### src/rtl/pwr_seq_pkg.sv
`timescale 1ns/1ps
// Shared types for the converter startup and fault sequencer.
// Assumes all users compile this package first.
package pwr_seq_pkg;

    typedef enum logic [3:0] {
        ST_IDLE  = 4'd0,   // disabled, everything off
        ST_RST   = 4'd1,   // reset wait after enable
        ST_BST   = 4'd2,   // bootstrap refresh, low side only
        ST_SS    = 4'd3,   // reference ramp
        ST_PGD   = 4'd4,   // power-good qualification
        ST_RUN   = 4'd5,   // regulating, power-good released
        ST_DRAIN = 4'd6,   // high side off, low side on until zero current
        ST_OVP   = 4'd7,   // over-voltage hold with reference at zero
        ST_HIC   = 4'd8,   // hiccup idle time
        ST_TSD   = 4'd9,   // thermal shutdown
        ST_UVLO  = 4'd10,  // controller supply lockout
        ST_OFF   = 4'd11   // enable low, power-good release delay
    } seq_state_t;

    typedef enum logic {
        CAUSE_UV  = 1'b0,
        CAUSE_OCP = 1'b1
    } drain_cause_t;

    function automatic int imax(input int a, input int b);
        return (a > b) ? a : b;
    endfunction

endpackage

### src/rtl/pwr_seq_debounce.sv
`timescale 1ns/1ps
// Consecutive-cycle qualifier for one comparator flag.
// Trips once raw_i has been high on N consecutive edges while arm_i is set;
// any low cycle or disarm restarts the count. Assumes N >= 1.
module pwr_seq_debounce #(
    parameter int N = 4
) (
    input  logic clk,
    input  logic rst_n,
    input  logic arm_i,
    input  logic raw_i,
    output logic trip_o
);
    localparam int CW = $clog2(N + 1);
    localparam logic [CW-1:0] FULL = CW'(N);

    logic [CW-1:0] cnt_q;

    // count consecutive qualified cycles, saturating at N
    always_ff @(posedge clk) begin
        if (!rst_n) begin
            cnt_q <= '0;
        end else if (arm_i && raw_i) begin
            if (cnt_q != FULL) cnt_q <= cnt_q + CW'(1);
        end else begin
            cnt_q <= '0;
        end
    end

    assign trip_o = (cnt_q == FULL);

    // a trip is only ever reported right after a qualified cycle
    assert_db_needs_raw_R6: assert property (@(posedge clk) disable iff (!rst_n)
        trip_o |-> $past(raw_i && arm_i));

endmodule

### src/rtl/pwr_seq_timer.sv
`timescale 1ns/1ps
// Free-running state timer: cleared on request, otherwise counts up and
// saturates at all ones. Assumes W is wide enough for the longest interval.
module pwr_seq_timer #(
    parameter int W = 8
) (
    input  logic         clk,
    input  logic         rst_n,
    input  logic         clr_i,
    output logic [W-1:0] cnt_o
);
    logic [W-1:0] cnt_q;

    // clear or advance the elapsed-cycle count
    always_ff @(posedge clk) begin
        if (!rst_n || clr_i) begin
            cnt_q <= '0;
        end else if (cnt_q != '1) begin
            cnt_q <= cnt_q + W'(1);
        end
    end

    assign cnt_o = cnt_q;

endmodule

### src/rtl/pwr_seq_ovp_ls.sv
`timescale 1ns/1ps
// Low-side control during an over-voltage hold. The low side starts on;
// a negative-current flag turns it off for at least OFF_CYC cycles, after
// which it returns only while the over-voltage comparator is still set.
// Assumes OFF_CYC >= 2; state is rearmed whenever the hold is inactive.
module pwr_seq_ovp_ls #(
    parameter int OFF_CYC = 4
) (
    input  logic clk,
    input  logic rst_n,
    input  logic active_i,
    input  logic neg_lim_i,
    input  logic fb_high_i,
    output logic ls_on_o
);
    localparam int CW = $clog2(OFF_CYC + 1);
    localparam logic [CW-1:0] LAST = CW'(OFF_CYC - 1);

    logic          on_q;
    logic [CW-1:0] cnt_q;

    // low-side on/off with a minimum off window
    always_ff @(posedge clk) begin
        if (!rst_n || !active_i) begin
            on_q  <= 1'b1;
            cnt_q <= '0;
        end else if (on_q) begin
            if (neg_lim_i) on_q <= 1'b0;
            cnt_q <= '0;
        end else if (cnt_q != LAST) begin
            cnt_q <= cnt_q + CW'(1);
        end else if (fb_high_i) begin
            on_q <= 1'b1;
        end
    end

    assign ls_on_o = on_q;

    // once turned off, the low side stays off on the following cycle too
    assert_negoff_min_R9: assert property (@(posedge clk) disable iff (!rst_n)
        (active_i && $fell(on_q)) |=> !on_q);

endmodule

### src/rtl/pwr_seq_top.sv
`timescale 1ns/1ps
// Converter startup and voltage fault sequencer.
// Orders enable, reset wait, bootstrap refresh, soft start and power-good,
// and handles supply, under/over-voltage, thermal and over-current hiccup
// faults. All inputs are assumed synchronous to clk; durations are cycles.
module pwr_seq_top
    import pwr_seq_pkg::*;
#(
    parameter int RST_CYC     = 160000,
    parameter int BST_CYC     = 2000,
    parameter int SS_CYC      = 200000,
    parameter int PGOOD_CYC   = 20000,
    parameter int PGOFF_CYC   = 200,
    parameter int UV_DB_CYC   = 400,
    parameter int OV_DB_CYC   = 200,
    parameter int NEG_OFF_CYC = 128,
    parameter int UV_HIC_N    = 5,
    parameter int OV_HIC_N    = 8,
    parameter int OCP_HIC_N   = 6
) (
    input  logic clk,
    input  logic rst_n,
    input  logic en_i,
    input  logic vcc_ok_i,
    input  logic vcc_uv_i,
    input  logic fb_low_i,
    input  logic fb_high_i,
    input  logic ot_i,
    input  logic temp_rec_i,
    input  logic ls_neg_lim_i,
    input  logic zc_i,
    input  logic ocp_hiccup_i,
    output logic ref_ramp_o,
    output logic ref_zero_o,
    output logic hs_en_o,
    output logic ls_en_o,
    output logic pg_pulldown_o
);
    localparam int UV_HIC  = UV_HIC_N * SS_CYC;
    localparam int OV_HIC  = OV_HIC_N * SS_CYC;
    localparam int OCP_HIC = OCP_HIC_N * SS_CYC;
    localparam int MAXC = imax(imax(imax(RST_CYC, BST_CYC), imax(SS_CYC, PGOOD_CYC)),
                               imax(imax(PGOFF_CYC, UV_HIC), imax(OV_HIC, OCP_HIC)));
    localparam int TW = $clog2(MAXC + 1);

    localparam logic [TW-1:0] RST_END  = TW'(RST_CYC - 1);
    localparam logic [TW-1:0] BST_END  = TW'(BST_CYC - 1);
    localparam logic [TW-1:0] SS_END   = TW'(SS_CYC - 1);
    localparam logic [TW-1:0] PG_END   = TW'(PGOOD_CYC - 1);
    localparam logic [TW-1:0] OFF_END  = TW'(PGOFF_CYC - 1);
    localparam logic [TW-1:0] UVH_END  = TW'(UV_HIC - 1);
    localparam logic [TW-1:0] OVH_END  = TW'(OV_HIC - 1);
    localparam logic [TW-1:0] OCPH_END = TW'(OCP_HIC - 1);

    seq_state_t   st_q, st_d;
    drain_cause_t cause_q, cause_d;
    logic         pg_q, pg_d;
    logic [TW-1:0] tmr;
    logic         tmr_clr;
    logic         win, armed_ss, ot_armed, uv_armed;
    logic         ovp_trip, uvp_trip, ovp_ls_on;
    logic [TW-1:0] hic_end;

    // qualification windows derived from the current state
    always_comb begin
        win      = !fb_low_i && !fb_high_i;
        armed_ss = (st_q inside {ST_SS, ST_PGD, ST_RUN});
        ot_armed = armed_ss || (st_q inside {ST_DRAIN, ST_OVP, ST_HIC});
        uv_armed = !(st_q inside {ST_IDLE, ST_OFF, ST_UVLO});
        hic_end  = (cause_q == CAUSE_UV) ? UVH_END : OCPH_END;
    end

    pwr_seq_debounce #(.N(OV_DB_CYC)) u_ovp_db (
        .clk(clk), .rst_n(rst_n), .arm_i(armed_ss), .raw_i(fb_high_i), .trip_o(ovp_trip)
    );

    pwr_seq_debounce #(.N(UV_DB_CYC)) u_uvp_db (
        .clk(clk), .rst_n(rst_n), .arm_i(st_q == ST_RUN), .raw_i(fb_low_i), .trip_o(uvp_trip)
    );

    pwr_seq_ovp_ls #(.OFF_CYC(NEG_OFF_CYC)) u_ovp_ls (
        .clk(clk), .rst_n(rst_n), .active_i(st_q == ST_OVP),
        .neg_lim_i(ls_neg_lim_i), .fb_high_i(fb_high_i), .ls_on_o(ovp_ls_on)
    );

    pwr_seq_timer #(.W(TW)) u_tmr (
        .clk(clk), .rst_n(rst_n), .clr_i(tmr_clr), .cnt_o(tmr)
    );

    // next state: enable low first, then supply, thermal, OVP, UVP, OCP
    always_comb begin
        st_d    = st_q;
        cause_d = cause_q;
        if (!en_i) begin
            if (st_q == ST_OFF) begin
                if (tmr == OFF_END) st_d = ST_IDLE;
            end else if (st_q != ST_IDLE) begin
                st_d = ST_OFF;
            end
        end else if (st_q == ST_OFF) begin
            if (tmr == OFF_END) st_d = ST_IDLE;
        end else if (uv_armed && vcc_uv_i) begin
            st_d = ST_UVLO;
        end else if (ot_armed && ot_i) begin
            st_d = ST_TSD;
        end else if (armed_ss && ovp_trip) begin
            st_d = ST_OVP;
        end else if (st_q == ST_RUN && uvp_trip) begin
            st_d    = ST_DRAIN;
            cause_d = CAUSE_UV;
        end else if (armed_ss && ocp_hiccup_i) begin
            st_d    = ST_DRAIN;
            cause_d = CAUSE_OCP;
        end else begin
            case (st_q)
                ST_IDLE:  st_d = ST_RST;
                ST_RST:   if (tmr == RST_END) st_d = ST_BST;
                ST_BST:   if (tmr == BST_END) st_d = ST_SS;
                ST_SS:    if (tmr == SS_END) st_d = ST_PGD;
                ST_PGD:   if (win && tmr == PG_END) st_d = ST_RUN;
                ST_DRAIN: if (zc_i) st_d = ST_HIC;
                ST_OVP:   if (tmr == OVH_END) st_d = ST_BST;
                ST_HIC:   if (tmr == hic_end) st_d = ST_BST;
                ST_TSD:   if (temp_rec_i) st_d = ST_BST;
                ST_UVLO:  if (vcc_ok_i) st_d = ST_BST;
                default:  st_d = st_q;
            endcase
        end
    end

    // timer restarts on each state change and whenever the window is left
    always_comb begin
        tmr_clr = (st_d != st_q) || (st_q == ST_PGD && !win);
        pg_d    = (st_d == ST_RUN) || ((st_d == ST_DRAIN || st_d == ST_OFF) && pg_q);
    end

    // state, drain cause and power-good registers
    always_ff @(posedge clk) begin
        if (!rst_n) begin
            st_q    <= ST_IDLE;
            cause_q <= CAUSE_UV;
            pg_q    <= 1'b0;
        end else begin
            st_q    <= st_d;
            cause_q <= cause_d;
            pg_q    <= pg_d;
        end
    end

    // output decode from registered state
    always_comb begin
        ref_ramp_o    = (st_q == ST_SS);
        hs_en_o       = (st_q inside {ST_SS, ST_PGD, ST_RUN});
        ref_zero_o    = !hs_en_o;
        ls_en_o       = hs_en_o || (st_q == ST_BST) || (st_q == ST_DRAIN)
                        || (st_q == ST_OVP && ovp_ls_on);
        pg_pulldown_o = !pg_q;
    end

    assert_en_low_off_R4: assert property (@(posedge clk) disable iff (!rst_n)
        !en_i |=> (!hs_en_o && !ls_en_o && ref_zero_o));

    assert_uvlo_off_R5: assert property (@(posedge clk) disable iff (!rst_n)
        (en_i && uv_armed && vcc_uv_i) |=> (pg_pulldown_o && !hs_en_o && !ls_en_o));

    assert_pg_after_window_R3: assert property (@(posedge clk) disable iff (!rst_n)
        $fell(pg_pulldown_o) |-> $past(st_q == ST_PGD));

    assert_drain_hold_R7: assert property (@(posedge clk) disable iff (!rst_n)
        (st_q == ST_DRAIN && en_i && !vcc_uv_i && !ot_i && !zc_i) |=> (ls_en_o && !hs_en_o));

    assert_ovp_trip_R8: assert property (@(posedge clk) disable iff (!rst_n)
        (en_i && armed_ss && ovp_trip) |=> (!hs_en_o && ref_zero_o && pg_pulldown_o));

    assert_ot_off_R10: assert property (@(posedge clk) disable iff (!rst_n)
        (en_i && ot_armed && ot_i) |=> (!hs_en_o && !ls_en_o));

endmodule

### config.mk
export PLATFORM = sky130hd
export DESIGN_NAME = pwr_seq_top
export DESIGN_NICKNAME = d
export VERILOG_FILES = /design/src/rtl/pwr_seq_pkg.sv /design/src/rtl/pwr_seq_debounce.sv /design/src/rtl/pwr_seq_timer.sv /design/src/rtl/pwr_seq_ovp_ls.sv /design/src/rtl/pwr_seq_top.sv
export SDC_FILE = /design/constraint.sdc
export NUM_CORES = 1
export LEC_CHECK = 0
export ABC_CLOCK_PERIOD_IN_PS = 5900
export BUFFER_PORTS_ARGS = -buffer_cell sky130_fd_sc_hd__buf_2
export CAP_MARGIN = 5
export CELL_PAD_IN_SITES_DETAIL_PLACEMENT = 1
export CELL_PAD_IN_SITES_GLOBAL_PLACEMENT = 2
export CORE_MARGIN = 1
export CORE_UTILIZATION = 39
export CTS_BUF_LIST = sky130_fd_sc_hd__clkbuf_16
export DETAILED_ROUTE_END_ITERATION = 16
export PLACE_DENSITY_LB_ADDON = 0.1
export SLEW_MARGIN = 20
export SYNTH_ARGS = -nofsm -noshare
export SYNTH_HDL_FRONTEND = slang
export SYNTH_SLANG_ARGS = --single-unit
### constraint.sdc
create_clock -name clk -period 5.9 [get_ports clk]
set_input_delay 0.59 -clock clk [delete_from_list [all_inputs] [get_ports clk]]
set_output_delay 0.59 -clock clk [all_outputs]
set_load 0.05 [all_outputs]
==> summary.txt <==
Run status
  – Status: complete, no violations

Logic synthesis
  – Area of the mapped netlist: 3233 um2
  – Area contributors post-synth: dfxtp_1, nor2_1, xor2_1, xnor2_1, nand3_1
  – Seq/Total Area, Yosys: 32.82%
  – Area leader, netlist: dfxtp_1
  – FFs w/ async S/R, synth: 0%
  – Synth warn: 0
  – Synthesized instance count: 411
  – Syn_area_per_cell: 7.866 um2
  – Post-synth EDFFs: 0
  – #FFs+latches synth: 53
  – Synth unique cells: 56
  – Post-synth top flop: dfxtp_1
  – Mapped Nets: 429
  – Area share of the largest cell type after synthesis: 32.82%
  – Leading cell type by number of instances after synthesis: nor2_1
  – Commonest cells in the netlist: nor2_1, dfxtp_1, nand2_1, nand3_1, xor2_1

Clock network
  – Clk slew on worst S/H paths: 0.07 ns
  – Hold-fix buffers, CTS: 0
  – CTS root buf: clkbuf_16
  – Longest Clk Path Bufs: 2
  – CTS tree: built
  – Post-CTS Setup Repair Bufs: 0
  – Htree depth: 2
  – PostCTS Resize Cnt: 0
  – Num CTS Buffers: 5
  – Clock sink count: 53
  – Worst skew pair latency: 0.29 ns

Setup path
  – Reg2reg start: u_tmr.cnt_o[0]
  – Capture point of the worst reg-to-reg path: u_tmr.cnt_o[17]
  – CP max-delay cell: a2111o_1
  – CP Data Arrival Time: 4.04 ns
  – Reg2Reg Depth: 9
  – Max stage delay on crit path: 0.67 ns
  – Cell mode on critical path: o21ai_0
  – R2R setup slack: 2.08 ns
  – Critical path endpoint category: flip-flop
  – Crit path required time: 6.12 ns
  – Worst Path Class, Setup: reg2reg
  – CP startpoint: u_tmr.cnt_o[0]
  – Max Fanout on Critical Path: 21
  – CP Buf/Inv Count: 0
  – Critical Path Source Type: flip-flop
  – Crit path depth: 9
  – Crit path capture: u_tmr.cnt_o[17]
  – CP cell instances: ha_1 -> nand3_1 -> or4_1 -> o21ai_0 -> nand2_1 -> o21ai_0 -> mux2_2 -> a2111o_1 -> nor2_1
  – Family with the most delay on the worst path: compound AO/OA/AOI/OAI gates

Timing
  – Hold WS: 0.5114 ns
  – Final Max Slew Viols: 0
  – Final Critical Period: 3.820 ns
  – Fin crit share: 64.75%
  – Fin. Hold Viols: 0
  – Final setup viols: 0
  – Worst Max-Slew Pin Slew: 0.9843 ns
  – Skew final: 0.004014 ns
  – Fmax: 261.8 MHz
  – Slew headroom: 33.88%
  – Setup TNS: 0 ns
  – Final WS setup: 2.080 ns
  – RSZ-0062 raised after global routing: no

Floorplan
  – Chip Height: 93.05 um
  – Core Area: 7888 um2
  – Ports: 17
  – # rows: 32
  – Die X: 93.05 um
  – Die area: 8658 um2
  – Initial core utilization: 40.99%

Global routing
  – GRT Residual Overflow: 0
  – Initial antenna violation count: 0
  – Total track usage: 21.63%
  – Number of global-route vias before repair: 2957
  – Largest net degree at the start of global routing: 27
  – Global-route wire length before repair: 14880 um

Placement
  – Post-DP HPWL: 6549 um
  – Buffers on Ports: 16
  – Dpl ws: 2.112 ns
  – GPL Wtd Cong: 0.8330

Drt
  – WL per Instance: 16.81 um
  – DR vias: 2939
  – DRC: 0
  – Routed wire length: 8709 um
  – Iter 0 DRT Violations: 74
  – Drt first pass iters: 4
  – Routed Antenna Nets: 0
  – Drt via density: 5.674

Pwr
  – Leakage: 0.001140 uW
  – Internal cell power: 602.8 uW
  – Clock Power Share: 32.9%
  – Sw Pwr: 308.6 uW
  – Pwr dens: 260.9 nW/um2
  – Switching Share: 33.86%
  – Comb pwr share: 22.7%
  – Max VDD drop: 0.0001264 V
  – Sequential share of power: 44.4%

Cells and area
  – Syn-to-layout area delta: 8.050%
  – N_diodes: 0
  – Fillers: 1004
  – Nets: 433
  – Layout Utilization: 44.29%
  – Layout cells sized above 1: 11.06%

Worst hold path
  – Worst min path class: reg2reg

Job
  – Max-Cap Viols: 0
-- flip-flops by register name (all words and copies together), names as in the netlist --
| register | flops |
|---|---|
| u_tmr.cnt_o | 21 |
| u_uvp_db.cnt_q | 9 |
| u_ovp_db.cnt_q | 8 |
| u_ovp_ls.cnt_q | 8 |
| st_q | 4 |
| cause_q | 1 |
| pg_q | 1 |
| u_ovp_ls.ls_on_o | 1 |
-- worst min path at each step --
stage                 startpoint           endpoint  slack (ns)  depth (start not counted)
2_1_floorplan  u_ovp_ls.cnt_q[7]  u_ovp_ls.cnt_q[6]        0.46                          1
3_3_place_gp   u_ovp_ls.cnt_q[7]  u_ovp_ls.cnt_q[6]        0.48                          1
3_5_place_dp   u_uvp_db.cnt_q[8]  u_uvp_db.cnt_q[8]        0.50                          2
4_1_cts        u_ovp_ls.cnt_q[7]  u_ovp_ls.cnt_q[6]        0.52                          1
5_1_grt        u_uvp_db.cnt_q[8]  u_uvp_db.cnt_q[8]        0.54                          2
6_report       u_ovp_ls.cnt_q[7]  u_ovp_ls.cnt_q[6]        0.51                          1
-- routing by layer --
| metal | up-vias | GRT usage, % | share of wire [%] |
|---|---|---|---|
| li1 | 1472 | - | - |
| met1 | 1419 | 31.14 | 52 |
| met2 | 39 | 33.58 | 44 |
| met3 | 9 | 3.902 | 2.5 |
| met4 | 0 | 4.487 | 0.84 |
| met5 | - | 0 | 0 |
-- cell usage in the layout, fill, tap and decap left out, types with 3 or more instances in the layout --
cell type	instances
a21oi_1	18
ha_1	6
nor2_2	13
and2_1	5
mux2i_1	5
clkbuf_16	5
nor2b_1	4
o21ai_0	8
buf_2	16
nor2_1	54
nand3b_1	6
xor2_1	23
nor4bb_1	3
xnor2_1	14
or4_1	7
nand2b_1	5
a31oi_1	3
nand2_1	30
inv_1	17
and3_1	3
or3_1	6
a211oi_1	5
o211ai_1	4
nand3_1	24
and4_1	3
dfxtp_1	53
or2_2	4
nand4_1	17
nor3_1	10
nor4_1	9
-- per-stage QoR --
stage / std cells / power [uW] / instance area [um2]
final: 518 / 911.5 / 3493
after global routing: 518 / 956.8 / 3493
after detailed placement: 510 / 618.1 / 3347
after CTS: 518 / 917.1 / 3493
after global placement: 510 / 617.2 / 3347
after floorplan: 411 / 570.6 / 3233
-- power groups by stage --
stage,clock network (uW),logic [uW],registers [uW]
final,300,207,405
after global routing,320,229,408
after CTS,306,208,403
after detailed placement,0,206,412
after global placement,0,207,411
after floorplan,0,190,381
-- layout make-up --
type,count,area (um2),share of cell area [%]
inverter,17,63.81,1.827
clock buffer,5,125.1,3.582
tap,102,127.6,3.653
multi-input combinational,322,2014,57.66
timing repair buffer,16,80.08,2.292
sequential,53,1061,30.37
clock inverter,3,21.27,0.6089
-- cell families (layout without fill, tap and decap cells) --
logic type | count (synthesis) | in the layout | synth area share (%)
muxes | 6 | 6 | 1.896
adders and majority gates | 6 | 6 | 2.322
buffers and inverters | 36 | 41 | 4.876
AOI/OAI and AO/OA | 58 | 58 | 12.04
xor gates and xnor gates | 37 | 37 | 10.02
DFF | 53 | 53 | 32.82
and+or+nand+nor | 215 | 215 | 36.03
(Power assumes the default switching activity.)
